$ cat config.mk
export PLATFORM = sky130hd
export DESIGN_NAME = occh_top
export DESIGN_NICKNAME = d
export VERILOG_FILES = /design/src/rtl/occh_pkg.sv /design/src/rtl/occh_rstsync.sv /design/src/rtl/occh_shadow.sv /design/src/rtl/occh_refgen.sv /design/src/rtl/occh_flag.sv /design/src/rtl/occh_top.sv
export SDC_FILE = /design/constraint.sdc
export NUM_CORES = 1
export LEC_CHECK = 0
export ABC_AREA = 0
export BUFFER_PORTS_ARGS = -buffer_cell sky130_fd_sc_hd__buf_2
export CAP_MARGIN = 20
export CORE_MARGIN = 2
export CORE_UTILIZATION = 47
export CTS_CLUSTER_DIAMETER = 100
export CTS_CLUSTER_SIZE = 40
export DETAILED_ROUTE_END_ITERATION = 16
export MAX_ROUTING_LAYER = met4
export PLACE_DENSITY = 0.8
export SYNTH_ARGS = -nofsm -noshare
export SYNTH_HDL_FRONTEND = slang
export SYNTH_HIERARCHICAL = 1
export SYNTH_SLANG_ARGS = --single-unit
$ cat constraint.sdc
create_clock -name clk -period 1.06 [get_ports clk]
set_input_delay 0.212 -clock clk [delete_from_list [all_inputs] [get_ports clk]]
set_output_delay 0.212 -clock clk [all_outputs]
set_load 0.005 [all_outputs]
$ cat src/rtl/occh_pkg.sv
package occh_pkg;

  typedef enum logic [2:0] {
    OCM_FROZEN   = 3'b000,
    OCM_SET      = 3'b001,
    OCM_CLEAR    = 3'b010,
    OCM_TOGGLE   = 3'b011,
    OCM_FORCE_LO = 3'b100,
    OCM_FORCE_HI = 3'b101,
    OCM_RSVD6    = 3'b110,
    OCM_RSVD7    = 3'b111
  } oc_mode_e;

  localparam logic [1:0] SEL_OUTPUT = 2'b00;

endpackage

$ cat src/rtl/occh_rstsync.sv
module occh_rstsync #(
  parameter int STAGES = 2
) (
  input  logic clk,
  input  logic rst_n,
  output logic rst_sync_n
);

  logic [STAGES-1:0] sync_q;
  logic [STAGES-1:0] sync_d;

  always_comb begin
    sync_d = {sync_q[STAGES-2:0], 1'b1};
  end

  always_ff @(posedge clk or negedge rst_n) begin
    if (!rst_n) sync_q <= '0;
    else        sync_q <= sync_d;
  end

  assign rst_sync_n = sync_q[STAGES-1];

endmodule

$ cat src/rtl/occh_shadow.sv
module occh_shadow #(
  parameter int CW = 16
) (
  input  logic          clk,
  input  logic          rst_n,
  input  logic          cmp_wr,
  input  logic [CW-1:0] cmp_wdata,
  input  logic          preload_en,
  input  logic          cnt_ovf,
  output logic [CW-1:0] shadow
);

  logic [CW-1:0] hold_q, hold_d;
  logic [CW-1:0] shadow_q, shadow_d;
  logic          hold_en, shadow_en;

  // holding register captures every write
  always_comb begin
    hold_en = cmp_wr;
    hold_d  = cmp_wdata;
  end

  // shadow: direct when preload off, transfer on overflow when on
  always_comb begin
    shadow_en = 1'b0;
    shadow_d  = shadow_q;
    if (!preload_en) begin
      if (cmp_wr) begin
        shadow_en = 1'b1;
        shadow_d  = cmp_wdata;
      end
    end else if (cnt_ovf) begin
      shadow_en = 1'b1;
      shadow_d  = hold_q;
    end
  end

  always_ff @(posedge clk or negedge rst_n) begin
    if (!rst_n)       hold_q <= '0;
    else if (hold_en) hold_q <= hold_d;
  end

  always_ff @(posedge clk or negedge rst_n) begin
    if (!rst_n)         shadow_q <= '0;
    else if (shadow_en) shadow_q <= shadow_d;
  end

  assign shadow = shadow_q;

  AST_SHADOW_HOLD: assert property (@(posedge clk) disable iff (!rst_n)
    (preload_en && !cnt_ovf) |=> $stable(shadow_q));
  AST_SHADOW_DIRECT: assert property (@(posedge clk) disable iff (!rst_n)
    (!preload_en && cmp_wr) |=> (shadow_q == $past(cmp_wdata)));

endmodule

$ cat src/rtl/occh_refgen.sv
module occh_refgen
  import occh_pkg::*;
(
  input  logic     clk,
  input  logic     rst_n,
  input  logic     is_out,
  input  oc_mode_e mode,
  input  logic     match,
  output logic     oc_ref
);

  logic ref_q, ref_d, ref_en;

  always_comb begin
    ref_d = ref_q;
    unique case (mode)
      OCM_FORCE_HI: ref_d = 1'b1;
      OCM_FORCE_LO: ref_d = 1'b0;
      OCM_SET:      if (match) ref_d = 1'b1;
      OCM_CLEAR:    if (match) ref_d = 1'b0;
      OCM_TOGGLE:   if (match) ref_d = ~ref_q;
      default:      ref_d = ref_q;
    endcase
    ref_en = is_out;
  end

  always_ff @(posedge clk or negedge rst_n) begin
    if (!rst_n)      ref_q <= 1'b0;
    else if (ref_en) ref_q <= ref_d;
  end

  assign oc_ref = ref_q;

  AST_NOT_OUTPUT: assert property (@(posedge clk) disable iff (!rst_n)
    !is_out |=> $stable(ref_q));
  AST_FORCE_HI: assert property (@(posedge clk) disable iff (!rst_n)
    (is_out && mode == OCM_FORCE_HI) |=> ref_q);
  AST_FORCE_LO: assert property (@(posedge clk) disable iff (!rst_n)
    (is_out && mode == OCM_FORCE_LO) |=> !ref_q);
  AST_FROZEN: assert property (@(posedge clk) disable iff (!rst_n)
    (mode == OCM_FROZEN) |=> $stable(ref_q));
  AST_TOGGLE: assert property (@(posedge clk) disable iff (!rst_n)
    (is_out && mode == OCM_TOGGLE && match) |=> (ref_q != $past(ref_q)));

endmodule

$ cat src/rtl/occh_flag.sv
module occh_flag (
  input  logic clk,
  input  logic rst_n,
  input  logic match,
  input  logic evt_gen,
  input  logic flag_clr,
  input  logic irq_en,
  input  logic dma_en,
  output logic match_flag,
  output logic irq_req,
  output logic dma_req
);

  logic flag_q, flag_d, flag_en;
  logic set_req;

  always_comb begin
    set_req = match | evt_gen;
    flag_en = set_req | flag_clr;
    flag_d  = set_req ? 1'b1 : 1'b0;
  end

  always_ff @(posedge clk or negedge rst_n) begin
    if (!rst_n)       flag_q <= 1'b0;
    else if (flag_en) flag_q <= flag_d;
  end

  assign match_flag = flag_q;
  assign irq_req    = flag_q & irq_en;
  assign dma_req    = flag_q & dma_en;

  AST_FLAG_SET: assert property (@(posedge clk) disable iff (!rst_n)
    match |=> flag_q);
  AST_FLAG_STICKY: assert property (@(posedge clk) disable iff (!rst_n)
    (flag_q && !flag_clr) |=> flag_q);
  AST_EVT_SET: assert property (@(posedge clk) disable iff (!rst_n)
    evt_gen |=> flag_q);
  AST_FLAG_CLEAR: assert property (@(posedge clk) disable iff (!rst_n)
    (flag_clr && !match && !evt_gen) |=> !flag_q);

endmodule

$ cat src/rtl/occh_top.sv
module occh_top
  import occh_pkg::*;
#(
  parameter int CW = 16,
  parameter int RST_STAGES = 2
) (
  input  logic          clk,
  input  logic          rst_n,
  input  logic [CW-1:0] cnt_val,
  input  logic          cnt_ovf,
  input  logic          cmp_wr,
  input  logic [CW-1:0] cmp_wdata,
  input  logic          preload_en,
  input  logic [1:0]    chan_sel,
  input  logic [2:0]    mode,
  input  logic          pol,
  input  logic          out_en,
  input  logic          irq_en,
  input  logic          dma_en,
  input  logic          evt_gen,
  input  logic          flag_clr,
  output logic          oc_ref,
  output logic          oc_pin,
  output logic          match_flag,
  output logic          irq_req,
  output logic          dma_req
);

  logic          rst_i_n;
  logic [CW-1:0] shadow;
  logic          is_out;
  logic          match;

  occh_rstsync #(.STAGES(RST_STAGES)) u_rst (
    .clk        (clk),
    .rst_n      (rst_n),
    .rst_sync_n (rst_i_n)
  );

  occh_shadow #(.CW(CW)) u_shadow (
    .clk        (clk),
    .rst_n      (rst_i_n),
    .cmp_wr     (cmp_wr),
    .cmp_wdata  (cmp_wdata),
    .preload_en (preload_en),
    .cnt_ovf    (cnt_ovf),
    .shadow     (shadow)
  );

  always_comb begin
    is_out = (chan_sel == SEL_OUTPUT);
    match  = is_out && (cnt_val == shadow);
  end

  occh_refgen u_ref (
    .clk    (clk),
    .rst_n  (rst_i_n),
    .is_out (is_out),
    .mode   (oc_mode_e'(mode)),
    .match  (match),
    .oc_ref (oc_ref)
  );

  occh_flag u_flag (
    .clk        (clk),
    .rst_n      (rst_i_n),
    .match      (match),
    .evt_gen    (evt_gen),
    .flag_clr   (flag_clr),
    .irq_en     (irq_en),
    .dma_en     (dma_en),
    .match_flag (match_flag),
    .irq_req    (irq_req),
    .dma_req    (dma_req)
  );

  always_comb begin
    oc_pin = (out_en && is_out) ? (oc_ref ^ pol) : 1'b0;
  end

  AST_EVT_KEEPS_REF: assert property (@(posedge clk) disable iff (!rst_i_n)
    (evt_gen && is_out && mode == 3'b000) |=> $stable(oc_ref));
  AST_NO_FLAG_AS_INPUT: assert property (@(posedge clk) disable iff (!rst_i_n)
    (!is_out && !evt_gen && !match_flag) |=> !match_flag);

endmodule

==> impl_metrics.yaml <==
worst_setup_path:
  critPathRequiredTime_ps: 1230
  crit_type: "register to register"
  start_kind: "register"
  crit_arrival_ps: 1770
  crit_fanout: 3
  endpoint_kind: "register"
die:
  die-area_um2: 4790
  die_h_um: 69.2
  row_count: 23
  coreArea_um2: 4060
  start_util: 0.492
  die_w_um: 69.2
  ios: 53
drt:
  drtIter0Drc: 40
  vias: 1373
  avgRoutedWirePerCell_um: 14.2
  antenna_left: 0
  wl_mm: 3.94
  via_per_inst: 4.96
  drc: 0
  drt-pass1-iter-count: 4
cts:
  cts_tree: "built"
  cts_buffers: 5
  cts_sinks: 36
  cts_root_buffer: "clkbuf_8"
  cts_max_level: 2
  clk_pin_slew_ps: 70
  clockBufferDepth: 2
  insertion_delay_ps: 280
power:
  total_leakage_power_nw: 1.34
  clockPowerShare: 0.264
  p_seq_frac: 0.475
  vdd_drop_max_mv: 1.15
  power.switching_mw: 0.946
  p_per_area_nw_per_um2: 1350
  totalPowerFinal_mw: 3.54
  switching_share: 0.267
  p_int_mw: 2.59
  combPwrFrac: 0.262
yosys:
  synth_seq_cells: 36
  synth_warnings: 6
  synthTopCellsByCount: "48 x mux2i_1, 36 x dfrtp_1, 16 x xnor2_1"
  synth_area_per_cell_um2: 13.6
  synth-edff-count: 0
  synth_flop_cell: "dfrtp_1"
  postSynthCellCount: 147
  netlist.area_leader.share: 0.451
  ys_types: 24
  synthArstFlopShare: 1.00
  synth_most_common_cell: "mux2i_1"
  netlist_area_um2: 2000
  ys_seq_area_frac: 0.451
  synth.net_count: 195
  yosysTopAreaCell: "dfrtp_1"
  synthTopCellsByArea: "dfrtp_1 45%, mux2i_1 24%, mux2_4 11%"
sta:
  fin_tns_setup_ps: -1540
  fin_crit_ps: 1600
  hold_viol: 0
  slew_viol_final: 0
  setup_violations: 7
  setup_slack_ps: -539
  rsz0062_at_grt: "true"
  fmaxAchievable_ghz: 0.625
  period_share: 1.51
  skew_ps: 2.35
finish:
  n_fill_cell: 321
  layout.nets: 274
  syn_to_final_growth_pct: 30.9
  postLayoutCoreUtil: 0.645
  antennaDiodeCount: 0
  drive_gt1_frac: 0.476
global_routing:
  grt_usage: 0.181
  first_global_vias: 1484
  grt_pass1_wl_mm: 6.71
  grt.overflow.total: 0
  antenna_found_initial: 0
  grt_max_degree: 29
status:
  status: "complete, but fails checks"
  violations: "negative setup slack"
min_path:
  hold_class: "primary input to register"
run:
  maxCapViolations: 0
placed_design:
  gp_congestion: 0.738
  dp_hpwl_mm: 2.86
  portBuffers: 52
## per-layer routing
layer	track usage	wire length (µm)
met1	0.231	1790
met2	0.286	1910
met3	0.0436	198
met4	0.0588	42
met5	-	0
## cells in the final DEF, fill, tap and decap left out, drive strengths merged, types with 2 or more instances in the layout
cell type	instances
and3	2
xnor2	16
inv	2
nor2	3
o21ai	2
clkbuf	7
dfrtp	36
buf	79
and2	2
nand4	3
mux2	16
mux2i	48
## cells by family (layout without fill, tap and decap cells)
kind of cell              Yosys count  count (layout)  synth area share
AOI/OAI and AO/OA                   5               5            0.0175
xor gates and xnor gates           17              17            0.0745
buffers and inverters              10              90            0.0557
DFF                                36              36             0.451
muxes                              64              64             0.357
other                               1               1           0.00188
and+or+nand+nor                    14              14            0.0426
## flip-flops by register name, indices dropped and copies added, names as in the netlist
signal / flops
u_flag/match_flag: 1
u_ref/oc_ref: 1
u_rst/sync_q: 2
u_shadow/shadow: 16
u_shadow/hold_q: 16
## worst paths after layout
kind                            depth (start not counted)  slack (ps)                 from                  end
worst max register to register                          7        -540  u_shadow/shadow[13]         u_ref/oc_ref
max in group asynchronous                               1         550      u_rst/sync_q[1]   u_shadow/shadow[3]
worst min register to register                          0         110      u_rst/sync_q[1]  u_shadow/hold_q[11]
worst max-delay path                                    7        -540  u_shadow/shadow[13]         u_ref/oc_ref
worst min-delay path                                    2          90             flag_clr    u_flag/match_flag
min in group asynchronous                               0         110      u_rst/sync_q[1]  u_shadow/hold_q[11]
## stage by stage
stage | area, µm² | hold slack (ps) | cells | setup WS (ps)
global placement | 2460 | -1.77 | 265 | -527
floorplan | 2000 | -83.6 | 147 | -349
CTS | 2580 | 83.2 | 276 | -532
global route | 2620 | 90.9 | 277 | -693
detailed placement | 2460 | -2.65 | 265 | -532
finish | 2620 | 85.3 | 277 | -539
## cell type report
class / count / area (µm²) / share of cell area
well taps: 50 / 62.6 / 0.0239
inverters: 2 / 7.51 / 0.00287
multi-input cells: 101 / 1000 / 0.384
clock inverters: 1 / 5.00 / 0.00191
clock buffers: 7 / 76.3 / 0.0292
flip-flops and latches: 36 / 902 / 0.345
repair buffers: 80 / 558 / 0.213
## power by group through the flow
| stage | Combinational, mW | Sequential, mW | Clock, mW |
|---|---|---|---|
| finish | 0.925 | 1.68 | 0.932 |
| detailed placement | 0.877 | 1.70 | 0 |
| global placement | 0.865 | 1.69 | 0 |
| CTS | 0.915 | 1.68 | 0.957 |
| floorplan | 0.521 | 1.70 | 0 |
| global route | 1.02 | 1.70 | 1.02 |
## critical path: stages, from the launching register on
cell and delay (ps):
dfrtp_1 390, xnor2_1 150, nand4_1 150, nor4_2 300, and3_1 230, nand4b_1 100
o21ai_1 100, a211oi_2 80
## timing repair
| item | CTS | global route |
|---|---|---|
| resized for setup | 4 | 5 |
| hold buffers | 1 | 0 |
| endpoints found under the setup margin | 6 | 7 |
| buffers inserted | 2 | 1 |
| pin swaps | 6 | 3 |
| hold endpoints to repair | 2 | 0 |
(Power assumes the default switching activity.)
